**config.mk**
```make
export PLATFORM = sky130hd
export DESIGN_NAME = bidir_port_decoder
export DESIGN_NICKNAME = d
export VERILOG_FILES = /design/src/rtl/bpd_pkg.sv /design/src/rtl/bpd_dir_decode.sv /design/src/rtl/bpd_op_select.sv /design/src/rtl/bpd_route.sv /design/src/rtl/bidir_port_decoder.sv
export SDC_FILE = /design/constraint.sdc
export NUM_CORES = 1
export LEC_CHECK = 0
export BUFFER_PORTS_ARGS = -buffer_cell sky130_fd_sc_hd__clkbuf_2
export CAP_MARGIN = 10
export CORE_MARGIN = 4
export CORE_UTILIZATION = 28
export DETAILED_ROUTE_END_ITERATION = 12
export PLACE_DENSITY_LB_ADDON = 0.15
export SLEW_MARGIN = 10
export SYNTH_ARGS = -nofsm -noshare
export SYNTH_HDL_FRONTEND = slang
export SYNTH_SLANG_ARGS = --single-unit
```
**constraint.sdc**
```tcl
create_clock -name vclk -period 1.7
set_clock_uncertainty 0.2 [all_clocks]
set_input_delay 0.34 -clock vclk [all_inputs]
set_output_delay 0.34 -clock vclk [all_outputs]
set_load 0.005 [all_outputs]
```
**src/rtl/bpd_pkg.sv**
```systemverilog
package bpd_pkg;

    // Direction implied by chip select and write/read select
    typedef enum logic [1:0] {
        DIR_IDLE  = 2'd0,
        DIR_WRITE = 2'd1,
        DIR_READ  = 2'd2
    } port_dir_e;

    // Operation committed by the next rising port clock edge
    typedef enum logic [2:0] {
        OP_NONE    = 3'd0,
        OP_FIFO_WR = 3'd1,
        OP_MBOX_WR = 3'd2,
        OP_FIFO_RD = 3'd3,
        OP_MBOX_RD = 3'd4
    } port_op_e;

endpackage

```
**src/rtl/bpd_dir_decode.sv**
```systemverilog
module bpd_dir_decode
    import bpd_pkg::*;
#(
    parameter bit WR_SEL_INVERT = 1'b0
) (
    input  logic      cs_n,
    input  logic      wr_rd_sel,
    output port_dir_e dir,
    output logic      bus_oe
);

    logic sel_is_write;

    // Polarity variant picked by parameter
    generate
        if (WR_SEL_INVERT) begin : g_low_writes
            assign sel_is_write = ~wr_rd_sel;
        end else begin : g_high_writes
            assign sel_is_write = wr_rd_sel;
        end
    endgenerate

    always_comb begin
        if (cs_n)
            dir = DIR_IDLE;
        else if (sel_is_write)
            dir = DIR_WRITE;
        else
            dir = DIR_READ;
    end

    // Pads drive only in the read direction; no other input involved
    assign bus_oe = (dir == DIR_READ);

endmodule

```
**src/rtl/bpd_op_select.sv**
```systemverilog
module bpd_op_select
    import bpd_pkg::*;
(
    input  logic      rst_n,
    input  port_dir_e dir,
    input  logic      en,
    input  logic      mbox_sel,
    input  logic      in_ready,
    input  logic      out_ready,
    output port_op_e  op
);

    always_comb begin
        op = OP_NONE;
        if (rst_n && en) begin
            unique case (dir)
                DIR_IDLE:  op = OP_NONE;
                DIR_WRITE: begin
                    if (mbox_sel)      op = OP_MBOX_WR;
                    else if (in_ready) op = OP_FIFO_WR;
                    else               op = OP_NONE;
                end
                DIR_READ: begin
                    if (mbox_sel)       op = OP_MBOX_RD;
                    else if (out_ready) op = OP_FIFO_RD;
                    else                op = OP_NONE;
                end
                default:   op = OP_NONE;
            endcase
        end
    end

endmodule

```
**src/rtl/bpd_route.sv**
```systemverilog
module bpd_route #(
    parameter int DATA_W = 36
) (
    input  logic              bus_oe,
    input  logic              mbox_sel,
    input  logic [DATA_W-1:0] fifo_q,
    input  logic [DATA_W-1:0] mbox_q,
    output logic [DATA_W-1:0] bus_out
);

    localparam logic [DATA_W-1:0] IDLE_WORD = '0;

    always_comb begin
        if (!bus_oe)
            bus_out = IDLE_WORD;
        else if (mbox_sel)
            bus_out = mbox_q;
        else
            bus_out = fifo_q;
    end

endmodule

```
**src/rtl/bidir_port_decoder.sv**
```systemverilog
module bidir_port_decoder
    import bpd_pkg::*;
#(
    parameter int DATA_W        = 36,
    parameter bit WR_SEL_INVERT = 1'b0
) (
    input  logic              clk,
    input  logic              rst_n,
    input  logic              cs_n,
    input  logic              wr_rd_sel,
    input  logic              en,
    input  logic              mbox_sel,
    input  logic              in_ready,
    input  logic              out_ready,
    input  logic [DATA_W-1:0] fifo_q,
    input  logic [DATA_W-1:0] mbox_q,
    output logic              fifo_wr,
    output logic              mbox_wr,
    output logic              fifo_rd,
    output logic              mbox_rd,
    output logic              bus_oe,
    output logic [DATA_W-1:0] bus_out
);

    port_dir_e dir;
    port_op_e  op;

    bpd_dir_decode #(.WR_SEL_INVERT(WR_SEL_INVERT)) u_dir (
        .cs_n      (cs_n),
        .wr_rd_sel (wr_rd_sel),
        .dir       (dir),
        .bus_oe    (bus_oe)
    );

    bpd_op_select u_op (
        .rst_n     (rst_n),
        .dir       (dir),
        .en        (en),
        .mbox_sel  (mbox_sel),
        .in_ready  (in_ready),
        .out_ready (out_ready),
        .op        (op)
    );

    bpd_route #(.DATA_W(DATA_W)) u_route (
        .bus_oe   (bus_oe),
        .mbox_sel (mbox_sel),
        .fifo_q   (fifo_q),
        .mbox_q   (mbox_q),
        .bus_out  (bus_out)
    );

    // Output process: one strobe per operation
    always_comb begin
        fifo_wr = 1'b0;
        mbox_wr = 1'b0;
        fifo_rd = 1'b0;
        mbox_rd = 1'b0;
        unique case (op)
            OP_NONE:    ;
            OP_FIFO_WR: fifo_wr = 1'b1;
            OP_MBOX_WR: mbox_wr = 1'b1;
            OP_FIFO_RD: fifo_rd = 1'b1;
            OP_MBOX_RD: mbox_rd = 1'b1;
            default:    ;
        endcase
    end

    // Assertions
    assert_one_strobe_R8: assert property (@(posedge clk) disable iff (!rst_n)
        $onehot0({fifo_wr, mbox_wr, fifo_rd, mbox_rd}));

    assert_no_op_when_disabled_R7: assert property (@(posedge clk) disable iff (!rst_n)
        !en |-> !(fifo_wr || mbox_wr || fifo_rd || mbox_rd));

    assert_fifo_wr_qualified_R3: assert property (@(posedge clk) disable iff (!rst_n)
        fifo_wr |-> (in_ready && !mbox_sel && !cs_n && !bus_oe));

    assert_fifo_rd_qualified_R4: assert property (@(posedge clk) disable iff (!rst_n)
        fifo_rd |-> (out_ready && !mbox_sel && bus_oe));

    assert_no_write_while_driving_R1: assert property (@(posedge clk) disable iff (!rst_n)
        bus_oe |-> !(fifo_wr || mbox_wr));

    assert_oe_follows_selects_R2: assert property (@(posedge clk) disable iff (!rst_n)
        ($stable(cs_n) && $stable(wr_rd_sel)) |-> $stable(bus_oe));

    assert_mbox_routed_R9: assert property (@(posedge clk) disable iff (!rst_n)
        (bus_oe && mbox_sel) |-> (bus_out == mbox_q));

    always_comb begin
        if (!rst_n) begin
            assert_reset_quiet_R11: assert (!(fifo_wr || mbox_wr || fifo_rd || mbox_rd));
        end
    end

endmodule

```
==> summary.txt <==
Fillers: 195
Mapped Cells: 91
Final period util: 0.982
Worst EP required: 1.16 ns
Hold Path End: fifo_rd
CP arrival: 1.13 ns
Finished Cell Area: 1380 um2
Final setup viols: 0
Fin Setup TNS: 0 ns
Synth area leaders: mux2i_1, nor2_2, nor2_1, buf_6, nor4b_1
CTS Hold Bufs: 0
Yosys top cell by area: mux2i_1
first-pass GRT wire length: 4330 um
post-synth cell types: 15
# DRC: 0
Critical Path Fanout Max: 9
drt pass-1 iters: 4
Area Overhead vs Synth: 104%
total gr overflow: 0
post-route ant nets: 0
I/O pin cnt: 121
area share of the largest cell type after synthesis: 0.534
Slew headroom: 0.840
Synthesis Warnings: 0
Initial Util: 0.299
dpl cell area: 1340 um2
count of nets after finishing: 292
largest net degree at the start of global routing: 22
Startpoint Class: input port
total wire length: 2790 um
most frequent cells in the layout: clkbuf_2, mux2i_1, nor2_2
fin crit period: 1.67 ns
Mapped Area: 674 um2
unrepaired setup endpoints after global routing: yes
Vert. Die Dim: 57.1 um
clk_buf instances: 0
CP Capture Type: primary output
wire per inst: 11.7 um
Avg Vias per Cell: 4.47
Starting DRT DRC Count: 54
Avg Inst Size Synth: 7.41 um2
commonest non-fill, non-tap cell in the layout: clkbuf_2
slew at the pin with the worst max-slew slack: 0.236 ns
initial antenna violation count: 0
# diodes: 0
Leakage: 0.000883 uW
core area: 2250 um2
Hold Path Cell Cnt: 4
vias in the first global route: 1045
share of layout cells above drive strength 1: 0.719
register area: 0 um2
final hold vios: 0
Vias: 1065
die width: 57.1 um
Total GRT Usage: 0.155
total die area: 3260 um2
P per Cell Area: 217 nW/um2
Rows: 17
max cap viols: 0
Seq Cell Count: 0
critical path class: input port to primary output
worst hold path type: input port to primary output
post-synthesis sequential area ratio: 0
status: finished, final reports clean
multi-input logic area: 604 um2
gp weighted congestion: 0.696
fin. max-slew vios: 0
Max Freq: 0.599 GHz
# port buffers: 120
hold path start: out_ready
syn_nets: 171
Max IR drop VDD: 122 uV
Final HPWL DP: 2420 um
==> per-layer routing <==
layer  wire length, um  track usage  vias to the layer above
li1                  -            -                      547
met1               884        0.154                      447
met2              1510        0.328                       71
met3               393       0.0407                        0
met4                 0      0.00662                        0
met5                 0            0                        -
==> cell families after synthesis <==
kind of cell	synth area share
and+or+nand+nor	0.349
muxes	0.534
buffers and inverters	0.117
==> where the power goes <==
part | internal [uW] | switching, uW | leakage, uW | total [uW]
sequential | 0 | 0 | 0 | 0
clock | 0 | 0 | 0 | 0
combinational | 174 | 126 | 0.000883 | 300
total | 174 | 126 | 0.000883 | 300
==> synthesized netlist by cell type <==
cell type  count
nand2_1        1
inv_1          2
or2_1          1
nor4b_1        2
mux2i_1       36
nand3b_1       1
inv_2          1
nor3_1         1
nor2_1        17
buf_6          3
buf_2          3
clkbuf_1       1
buf_4          2
nor4_2         1
nor2_2        19
==> repair_timing <==
| action | 4_1_cts | 5_1_grt |
|---|---|---|
| hold endpoints to repair | 0 | 0 |
| pin swaps | 0 | 1 |
| cloned | 0 | 1 |
| buffers inserted | 0 | 1 |
| setup endpoints to repair | 33 | 13 |
| resized for setup | 1 | 6 |
==> final cells by class <==
class              instances  area share
inverters                  3     0.00817
multi-input cells         79       0.438
well taps                 28      0.0254
repair buffers           128       0.528
==> worst max-delay path: stages <==
cell and delay, ns:
clkbuf_2 0.09, or2_4 0.30, clkbuf_16 0.18, nor2_2 0.09
buf_2 0.12
==> how the worst max path moves through the flow <==
stage / cells after the start / slack, ns / start / end
after floorplan: 4 / 0.19 / mbox_sel / bus_out[10]
after global placement: 5 / -0.07 / cs_n / bus_out[2]
after detailed placement: 5 / -0.08 / cs_n / bus_out[25]
after CTS: 4 / 0.02 / mbox_sel / mbox_wr
after global routing: 5 / -0.01 / wr_rd_sel / bus_out[33]
final: 5 / 0.03 / wr_rd_sel / bus_out[5]
==> through the flow <==
stage	setup WS, ns	power [uW]	std cells	hold slack [ns]	utilization
after CTS	0.0156	294	236	0.759	0.594
final	0.0308	300	238	0.755	0.612
after global routing	-0.0144	332	238	0.780	0.612
after floorplan	0.185	139	91	0.513	-
after global placement	-0.0697	282	236	0.758	0.593
after detailed placement	-0.0808	292	236	0.758	0.593
(Power assumes the default switching activity.)
